===== src/rtl/xw_pkg.sv =====
package xw_pkg;
   localparam int WORD_W = 32;
   localparam int HALF_W = 16;

   typedef enum logic [1:0] {
      SZ_BYTE = 2'd0,
      SZ_HALF = 2'd1,
      SZ_WORD = 2'd2
   } xw_size_e;

   typedef struct packed {
      logic en;
      logic wide;
      logic lanes;
      logic nand_bank;
   } xw_bank_t;

   typedef struct packed {
      logic       fault;
      logic       dev16;
      logic       rmw;
      logic       byte_on16;
      logic       use_lane;
      logic       lane_hi;
      logic [2:0] beats;
   } xw_plan_t;
endpackage


===== src/rtl/xw_cfg_sel.sv =====
module xw_cfg_sel #(
   parameter int NBANK  = 4,
   parameter int BANK_W = 2
) (
   input  logic                cfg_per_bank,
   input  logic [NBANK-1:0]    cfg_wide,
   input  logic [NBANK-1:0]    cfg_lanes,
   input  logic [NBANK-1:0]    cfg_nand,
   input  logic [NBANK-1:0]    cfg_bank_en,
   input  logic [BANK_W-1:0]   bank,
   output xw_pkg::xw_bank_t    sel_cfg
);
   logic [NBANK-1:0] eff_wide;
   logic [NBANK-1:0] eff_lanes;

   for (genvar b = 0; b < NBANK; b++) begin : g_bank
      if (b == 0) begin : g_base
         assign eff_wide[b]  = cfg_wide[0];
         assign eff_lanes[b] = cfg_lanes[0];
      end else begin : g_other
         assign eff_wide[b]  = cfg_per_bank ? cfg_wide[b]  : cfg_wide[0];
         assign eff_lanes[b] = cfg_per_bank ? cfg_lanes[b] : cfg_lanes[0];
      end
   end

   always_comb begin
      sel_cfg.en        = cfg_bank_en[bank];
      sel_cfg.wide      = eff_wide[bank];
      sel_cfg.lanes     = eff_lanes[bank];
      sel_cfg.nand_bank = cfg_nand[bank];
   end
endmodule


===== src/rtl/xw_plan.sv =====
module xw_plan (
   input  xw_pkg::xw_bank_t cfg,
   input  logic             write,
   input  logic [1:0]       size,
   input  logic             addr_lsb,
   output xw_pkg::xw_plan_t plan
);
   import xw_pkg::*;

   logic is_byte;
   logic is_word;

   always_comb begin
      is_byte = (size == SZ_BYTE);
      is_word = (size == SZ_WORD) || (size == 2'd3);

      plan.fault     = !cfg.en || (cfg.nand_bank && cfg.wide && write && is_byte);
      plan.dev16     = cfg.wide;
      plan.byte_on16 = cfg.wide && is_byte;
      plan.use_lane  = cfg.wide && is_byte && cfg.lanes;
      plan.lane_hi   = addr_lsb;
      plan.rmw       = cfg.wide && is_byte && !cfg.lanes && write && !plan.fault;

      if (!cfg.wide) begin
         if (is_byte)      plan.beats = 3'd1;
         else if (is_word) plan.beats = 3'd4;
         else              plan.beats = 3'd2;
      end else begin
         if (is_word || plan.rmw) plan.beats = 3'd2;
         else                     plan.beats = 3'd1;
      end
   end
endmodule


===== src/rtl/xw_seq.sv =====
module xw_seq #(
   parameter int ADDR_W = 24,
   parameter int NBANK  = 4,
   parameter int BANK_W = 2
) (
   input  logic                       clk,
   input  logic                       rst_n,
   input  logic                       start,
   input  xw_pkg::xw_plan_t           plan,
   input  logic                       write,
   input  logic [BANK_W-1:0]          bank,
   input  logic [ADDR_W-1:0]          addr,
   input  logic [xw_pkg::WORD_W-1:0]  wdata,
   output logic                       ready,
   output logic                       done,
   output logic                       done_err,
   output logic [xw_pkg::WORD_W-1:0]  done_rdata,
   output logic                       ext_req,
   input  logic                       ext_ack,
   output logic                       ext_we,
   output logic [ADDR_W-1:0]          ext_addr,
   output logic [xw_pkg::HALF_W-1:0]  ext_wdata,
   output logic [1:0]                 ext_be_n,
   output logic [NBANK-1:0]           ext_cs_n,
   input  logic [xw_pkg::HALF_W-1:0]  ext_rdata
);
   import xw_pkg::*;

   typedef enum logic [1:0] {ST_IDLE, ST_BEAT, ST_DONE} st_e;

   st_e                 st_q;
   xw_plan_t            plan_q;
   logic                write_q;
   logic                err_q;
   logic [BANK_W-1:0]   bank_q;
   logic [ADDR_W-1:0]   base_q;
   logic [WORD_W-1:0]   wdata_q;
   logic [WORD_W-1:0]   rdata_q;
   logic [HALF_W-1:0]   merge_q;
   logic [1:0]          beat_q;

   logic                in_beat;
   logic                rmw_rd;
   logic                last_beat;
   logic [7:0]          rd_byte;

   assign in_beat   = (st_q == ST_BEAT);
   assign rmw_rd    = plan_q.rmw && (beat_q == 2'd0);
   assign last_beat = ({1'b0, beat_q} == (plan_q.beats - 3'd1));
   assign rd_byte   = plan_q.lane_hi ? ext_rdata[15:8] : ext_rdata[7:0];

   assign ready      = (st_q == ST_IDLE);
   assign done       = (st_q == ST_DONE);
   assign done_err   = err_q;
   assign done_rdata = rdata_q;
   assign ext_req    = in_beat;
   assign ext_we     = in_beat && write_q && !rmw_rd;
   assign ext_addr   = base_q + (plan_q.rmw ? '0 : {{(ADDR_W-2){1'b0}}, beat_q});

   always_comb begin
      if (!plan_q.dev16) begin
         ext_wdata = {8'h00, wdata_q[{beat_q, 3'b000} +: 8]};
         ext_be_n  = 2'b10;
      end else if (plan_q.rmw) begin
         ext_wdata = merge_q;
         ext_be_n  = 2'b00;
      end else if (plan_q.use_lane) begin
         ext_wdata = {2{wdata_q[7:0]}};
         ext_be_n  = plan_q.lane_hi ? 2'b01 : 2'b10;
      end else begin
         ext_wdata = wdata_q[{beat_q[0], 4'b0000} +: 16];
         ext_be_n  = 2'b00;
      end
   end

   for (genvar b = 0; b < NBANK; b++) begin : g_cs
      assign ext_cs_n[b] = !(in_beat && (bank_q == BANK_W'(b)));
   end

   always_ff @(posedge clk or negedge rst_n) begin
      if (!rst_n) begin
         st_q    <= ST_IDLE;
         plan_q  <= '0;
         write_q <= 1'b0;
         err_q   <= 1'b0;
         bank_q  <= '0;
         base_q  <= '0;
         wdata_q <= '0;
         rdata_q <= '0;
         merge_q <= '0;
         beat_q  <= '0;
      end else begin
         case (st_q)
            ST_IDLE: begin
               if (start) begin
                  plan_q  <= plan;
                  write_q <= write;
                  bank_q  <= bank;
                  base_q  <= plan.dev16 ? (addr >> 1) : addr;
                  wdata_q <= wdata;
                  rdata_q <= '0;
                  beat_q  <= '0;
                  err_q   <= plan.fault;
                  st_q    <= plan.fault ? ST_DONE : ST_BEAT;
               end
            end
            ST_BEAT: begin
               if (ext_ack) begin
                  if (rmw_rd) begin
                     merge_q <= plan_q.lane_hi ? {wdata_q[7:0], ext_rdata[7:0]}
                                               : {ext_rdata[15:8], wdata_q[7:0]};
                  end
                  if (!write_q) begin
                     if (!plan_q.dev16)
                        rdata_q[{beat_q, 3'b000} +: 8] <= ext_rdata[7:0];
                     else if (plan_q.byte_on16)
                        rdata_q[7:0] <= rd_byte;
                     else
                        rdata_q[{beat_q[0], 4'b0000} +: 16] <= ext_rdata;
                  end
                  if (last_beat) st_q <= ST_DONE;
                  else           beat_q <= beat_q + 2'd1;
               end
            end
            default: begin
               st_q <= ST_IDLE;
            end
         endcase
      end
   end
endmodule


===== src/rtl/ext_width_xlate.sv =====
module ext_width_xlate #(
   parameter int ADDR_W = 24,
   parameter int NBANK  = 4,
   localparam int BANK_W = $clog2(NBANK)
) (
   input  logic               clk,
   input  logic               rst_n,
   input  logic               cfg_per_bank,
   input  logic [NBANK-1:0]   cfg_wide,
   input  logic [NBANK-1:0]   cfg_lanes,
   input  logic [NBANK-1:0]   cfg_nand,
   input  logic [NBANK-1:0]   cfg_bank_en,
   input  logic               req_valid,
   output logic               req_ready,
   input  logic               req_write,
   input  logic [1:0]         req_size,
   input  logic [BANK_W-1:0]  req_bank,
   input  logic [ADDR_W-1:0]  req_addr,
   input  logic [31:0]        req_wdata,
   output logic               done,
   output logic               done_err,
   output logic [31:0]        done_rdata,
   output logic               ext_req,
   input  logic               ext_ack,
   output logic               ext_we,
   output logic [ADDR_W-1:0]  ext_addr,
   output logic [15:0]        ext_wdata,
   output logic [1:0]         ext_be_n,
   output logic [NBANK-1:0]   ext_cs_n,
   input  logic [15:0]        ext_rdata
);
   if (NBANK < 2) begin : g_bad_nbank
      $error("ext_width_xlate: NBANK must be at least 2");
   end
   if (ADDR_W < 4) begin : g_bad_addr
      $error("ext_width_xlate: ADDR_W must be at least 4");
   end

   xw_pkg::xw_bank_t sel_cfg;
   xw_pkg::xw_plan_t plan;
   logic             start;

   assign start = req_valid && req_ready;

   xw_cfg_sel #(.NBANK(NBANK), .BANK_W(BANK_W)) u_cfg (
      .cfg_per_bank (cfg_per_bank),
      .cfg_wide     (cfg_wide),
      .cfg_lanes    (cfg_lanes),
      .cfg_nand     (cfg_nand),
      .cfg_bank_en  (cfg_bank_en),
      .bank         (req_bank),
      .sel_cfg      (sel_cfg)
   );

   xw_plan u_plan (
      .cfg      (sel_cfg),
      .write    (req_write),
      .size     (req_size),
      .addr_lsb (req_addr[0]),
      .plan     (plan)
   );

   xw_seq #(.ADDR_W(ADDR_W), .NBANK(NBANK), .BANK_W(BANK_W)) u_seq (
      .clk        (clk),
      .rst_n      (rst_n),
      .start      (start),
      .plan       (plan),
      .write      (req_write),
      .bank       (req_bank),
      .addr       (req_addr),
      .wdata      (req_wdata),
      .ready      (req_ready),
      .done       (done),
      .done_err   (done_err),
      .done_rdata (done_rdata),
      .ext_req    (ext_req),
      .ext_ack    (ext_ack),
      .ext_we     (ext_we),
      .ext_addr   (ext_addr),
      .ext_wdata  (ext_wdata),
      .ext_be_n   (ext_be_n),
      .ext_cs_n   (ext_cs_n),
      .ext_rdata  (ext_rdata)
   );
endmodule


===== config.mk =====
export PLATFORM = sky130hd
export DESIGN_NAME = ext_width_xlate
export DESIGN_NICKNAME = d
export VERILOG_FILES = /design/src/rtl/xw_pkg.sv /design/src/rtl/xw_cfg_sel.sv /design/src/rtl/xw_plan.sv /design/src/rtl/xw_seq.sv /design/src/rtl/ext_width_xlate.sv
export SDC_FILE = /design/constraint.sdc
export NUM_CORES = 1
export LEC_CHECK = 0
export ABC_AREA = 1
export BUFFER_PORTS_ARGS = -buffer_cell sky130_fd_sc_hd__buf_2
export CORE_ASPECT_RATIO = 1.2
export CORE_MARGIN = 2
export CORE_UTILIZATION = 54
export DETAILED_ROUTE_END_ITERATION = 10
export MAX_ROUTING_LAYER = met4
export PLACE_DENSITY = 0.81
export SLEW_MARGIN = 20
export SYNTH_ARGS = -nofsm -noshare
export SYNTH_HDL_FRONTEND = slang
export SYNTH_SLANG_ARGS = --single-unit

===== constraint.sdc =====
create_clock -name clk -period 4.55 [get_ports clk]
set_clock_uncertainty 0.15 [all_clocks]
set_input_delay 0.91 -clock clk [delete_from_list [all_inputs] [get_ports clk]]
set_output_delay 0.91 -clock clk [all_outputs]
set_load 0.02 [all_outputs]

* After elaboration in Yosys (flattened, before gate mapping) *
Index checks and enable logic that the tools add are counted.

storage, ports and cells
  flip-flop bits (word level) = 120
  bits in latches = 0
  bits in writable memories = 0
  memory bits (read-only) = 0
  input bits = 98
  output and inout bits = 83
  logic and storage cells = 127
  memories = 0

cells by class
  add/sub/neg operators = 5
  $mul = 0
  div/mod/pow operators = 0
  $lt $le $gt $ge = 1
  equal/unequal tests = 14
  shift-type cells = 6
  multiplexer cells = 47
  bitwise logic cells = 0
  reductions and logical operators = 38

operator list
  kind                       number
  $mux W32                   4
  $bwmux W32                 2
  $mux W16                   4
  $pmux W32 S2               1
  $mux W24                   2
  $shift A16 B7 Y32 const A  1
  $shift A8 B7 Y32 const A   1
  $shiftx A16 B7 Y32         1
  $shiftx A32 B6 Y16         1
  $shiftx A32 B6 Y8          1
  $shiftx A8 B7 Y32          1
  $mux W2                    13
  $add A24 B24 Y24           1
  $logic_and A1 B1 Y1        16
  $mux W8                    2
  $neg A5 Y7                 2
  $eq A2 B2 Y1 const B       5
  $mux W1                    10
  $mux W3                    3
  $bmux W1 S2                4
  $logic_not A1 Y1           8
  $logic_not A2 Y1           4
  $ne A2 B2 Y1 const B       4
  $pmux W2 S2                2
  13 further kinds           18

* Longest topological paths before layout *
  depth after elaboration = 12
  depth in mapped cells = 14
  depth with buffers taken out = 13

* Modules after synthesis *
A second synthesis with hierarchy kept.

unflattened totals
  cells, all modules = 1136
  area, all modules = 7573.5 µm²

modules (own cells, without submodules)
  module           times used  cells each  area each (µm²)
  xw_seq           1           1071        7274.5
  xw_cfg_sel       1           41          166.4
  xw_plan          1           22          125.1
  ext_width_xlate  1           2           7.5

* Worst setup path before layout *
Ideal clock, no wire load.

  path type = register to output
  start = register u_seq.beat_q[1]
  end = output port ext_addr[20]
  arrival time = 2.724 ns
  required time = 3.490 ns
  slack = 0.766 ns
  cell stages (with the launch flop) = 13
  buffers on the path = 2
  path through = dfrtp_1 buf_2 clkbuf_1 inv_1 nor2_1 inv_1 fa_1 nor3_4 nand4_1 nor2_1 nand2_1 nor3_2 xor2_1

between the ends
  cells in the longest elaborated chain, start to end = 2

ends and longest elaborated chain
  element                 line                   text
  from (decl)             xw_seq.sv:40           logic [1:0] beat_q;
  from (signal assigned)  xw_seq.sv:122          else beat_q <= beat_q + 2'd1;
  $mux W2                 xw_seq.sv:58           assign ext_addr = base_q + (plan_q.rmw ? '0 : {{(ADDR_W-2){1'b0}}, beat_q});
  $add A24 B24 Y24        xw_seq.sv:58
  to (decl)               ext_width_xlate.sv:26  output logic [ADDR_W-1:0] ext_addr,

No other way between the ends.

* Worst setup path after layout *
  start = register u_seq.plan_q[6] in the netlist's numbering
  end = output port ext_addr[20]

between the ends
  cells in the longest elaborated chain, start to end = 2

ends and longest elaborated chain
  element                 line          text
  from (decl)             xw_seq.sv:32  xw_plan_t plan_q;
  from (signal assigned)  xw_seq.sv:96  plan_q <= plan;
  $mux W2                 xw_seq.sv:58
  $add A24 B24 Y24        xw_seq.sv:58

No other way between the ends.

==> results by group <==
Cells and area
  – Most common cell after layout, fill and taps aside: nand2_1
  – Layout area overhead: 21.7%
  – Diode count: 0
  – Share of layout cells above drive strength 1: 0.212
  – Final instance area: 0.00889 mm2
  – Most frequent cells in the layout: nand2_1, buf_2, o21ai_0, dfrtp_1, inv_1
  – Nets: ~1,300

Min path
  – Hold WC Path Type: flop to flop
  – Hold endpoint: u_seq.wdata_q[24]
  – Min-Delay Startpoint: u_seq.wdata_q[24]
  – Worst hold path cell count: 2

Critical path
  – Most frequent CP cell: nor2_1
  – RR Endpoint: u_seq.done_rdata[1]
  – Crit path launch type: flop
  – CP endpoint kind: output pin
  – Critical path's slowest cell: fa_1
  – Worst path bufs/invs: 3
  – Critical Path AT: about 3 ns
  – CP max FO: 20
  – R2r setup slk: roughly 1.2 ns
  – CP required: about 3.5 ns
  – CP max stage delay: roughly 0.46 ns
  – CP delay by family, top: simple AND/OR/NAND/NOR gates
  – Reg2reg start: u_seq.plan_q[7]
  – Critical setup path kind: flop to output pin
  – CP cell instances: buf_4 > nor2_1 > inv_1 > fa_1 > nor3_4 > nand4_1 > nor2_1 > nand2_1 > nor3_2 > xor2_1 > buf_2
  – Worst R2R Path Depth: 6

Floorplanning
  – Die extent in x: around 110 um
  – Initial cell density of the core: 0.552
  – Row Count: between 40 and 50
  – Core area: roughly 0.013 mm2
  – Die ar.: around 0.014 mm2
  – Ports: 181
  – DIE HEIGHT: around 130 um

Timing
  – Max Slew Vio Count: 0
  – Final Setup Violations: 0
  – Max Fclk: 0.245 GHz
  – Least-Margin Pin Slew: between 1 and 1.5 ns
  – RSZ-0062 raised after global routing: false
  – Final hold viol count: 0
  – Post-layout minimum cycle time: between 4 and 5 ns
  – Relative slew slack: 0.313
  – Sum Neg Setup Slack: 0 ns
  – Final cycle utilization of the critical path: 0.898

Global route
  – Global Route Usage Sum: 0.313
  – First-pass GRT wire length: between 30,000 and 40,000 um
  – Grt ovf: 0
  – Number of antenna violations at the first check in global routing: 0
  – Largest net degree at the start of global routing: between 70 and 80
  – Number of global-route vias before repair: between 7,000 and 8,000

Clock tree
  – Clock buffer count from CTS: 17
  – Post-CTS Resized: 0
  – Worst-path clk slew: approximately 0.060 ns
  – H-tree depth: 4
  – CTS root buf: clkbuf_16
  – CTS tree: done
  – Max clock buf depth: 2
  – Clk sinks: 120
  – CTS hold repair buffers: 0
  – Post-CTS Setup Bufs: 0
  – Clk Latency, worst-skew pair: roughly 0.4 ns

Power and ir drop
  – Pleak: ~0.0046 uW
  – PwrDens: 716 mW/mm2
  – VDD IR max: about 0.32 mV

Logic synthesis
  – Post-synthesis sequential area ratio: 0.411
  – Netlist cell types: 45
  – Mapped Cells: between 1,000 and 1,500
  – Yosys reg bits: between 100 and 150
  – Synth top area share: 0.411
  – Yosys warnings: 0
  – Synthesized area: approximately 0.0073 mm2
  – Post-synth top area cell: dfrtp_1
  – Largest cells by area after synthesis: dfrtp_1, nand2_1, o21ai_0
  – Syn avg cell area: around 7.2 um2
  – Syn nets: between 1,000 and 1,500

Place
  – Area after DPL: 0.00827 mm2
  – Input/output buffers: 180
  – DP HPWL: between 15,000 and 20,000 um
  – Placer Congestion: approximately 0.99

Route
  – ANT nets after route: 0
  – DRC viols: 0
  – DR vias: around 7,600
  – Drt first-iter violations: 581
  – Final WL: between 20,000 and 25,000 um
  – TritonRoute pass-1 iters: 6
  – Vias/cell: ~5.6
  – Wirelength per Cell: ~16 um

Job
  – Max-Cap Viols: 0

Status
  – Outcome: finished clean
==> Yosys cell counts, drive strengths merged <==
cell / instances
nand2: 247
o21ai: 159
dfrtp: 120
inv: 109
nor2: 91
nand3: 71
a21oi: 47
clkbuf: 34
o22ai: 32
xor2: 22
buf: 19
nor3: 18
o211ai: 9
ha: 7
nand4: 7
a311oi: 6
a31oi: 2
clkinv: 2
nor4: 2
o221ai: 2
xnor2: 2
and2: 1
fa: 1
o21a: 1
o31ai: 1
==> flip-flops by register name, summed over array words and instances (netlist names) <==
name	flops
u_seq.done_rdata	32
u_seq.wdata_q	32
u_seq.bank_q	2
u_seq.plan_q	8
u_seq.st_q	2
u_seq.base_q	24
u_seq.write_q	1
u_seq.merge_q	16
u_seq.done_err	1
u_seq.beat_q	2
==> layout make-up <==
type / count / area, um2
Clock inverter: 13 / 169
Inverter: 111 / 419
Sequential cell: 120 / 3000
Clock buffer: 19 / 453
Fill cell: 1198 / 4340
Tap cell: 168 / 210
Multi-Input combinational cell: 728 / 3650
Timing Repair Buffer: 190 / 991
==> logic make-up (layout without fill, tap and decap cells) <==
logic type | Yosys count | after routing | share of synthesized area
buffers and inverters | 164 | 333 | 0.0912
AND/OR/NAND/NOR | 437 | 437 | 0.256
flip-flops | 120 | 120 | 0.411
AO/OA/AOI/OAI | 259 | 259 | 0.199
adder cells (fa/ha/maj) | 8 | 8 | 0.0147
XOR/XNOR | 24 | 24 | 0.0288
==> report_power, final <==
part / switching, uW / total (uW) / internal [uW]
registers: 369 / 1910 / 1540
clock network: 508 / 1400 / 896
logic: 2090 / 3050 / 962
total: 2970 / 6370 / 3400
==> per-stage QoR <==
step	cells	hold slack, ns	total power (uW)	utilization	setup WS (ns)
after floorplan	1012	0.299	4040	-	0.766
after global placement	1317	0.317	4870	0.625	0.954
after detailed placement	1317	0.321	4940	0.625	0.879
after CTS	1349	0.335	6360	0.672	0.418
after global routing	1349	0.354	6840	0.672	0.234
final	1349	0.333	6370	0.672	0.464
==> worst max-delay path by stage <==
stage	cells past startpoint	start	end
after floorplan	12	u_seq.beat_q[1]	ext_addr[20]
final	11	u_seq.plan_q[6]	ext_addr[20]
after global routing	11	u_seq.plan_q[6]	ext_addr[20]
after global placement	11	u_seq.plan_q[6]	ext_addr[20]
after CTS	11	u_seq.plan_q[6]	ext_addr[20]
after detailed placement	11	u_seq.plan_q[6]	ext_addr[20]
==> worst reg2reg max path: cells and delay by family, from the launching register on <==
kind            cells  cell delay, ns
simple gates        2            0.93
buf+inv             2            0.96
compound gates      2            0.35
flops               1            0.79
==> layer usage <==
metal / routed length [um] / part of all wire / vias up / track usage
met2: 10300 / 0.48 / 340 / 0.483
met4: 833 / 0.039 / 0 / 0.128
li1: - / - / 3661 / -
met5: 0 / 0 / - / -
met3: 1550 / 0.072 / 70 / 0.0615
met1: 8720 / 0.41 / 3515 / 0.403
Power figures use the tool's default switching activity.
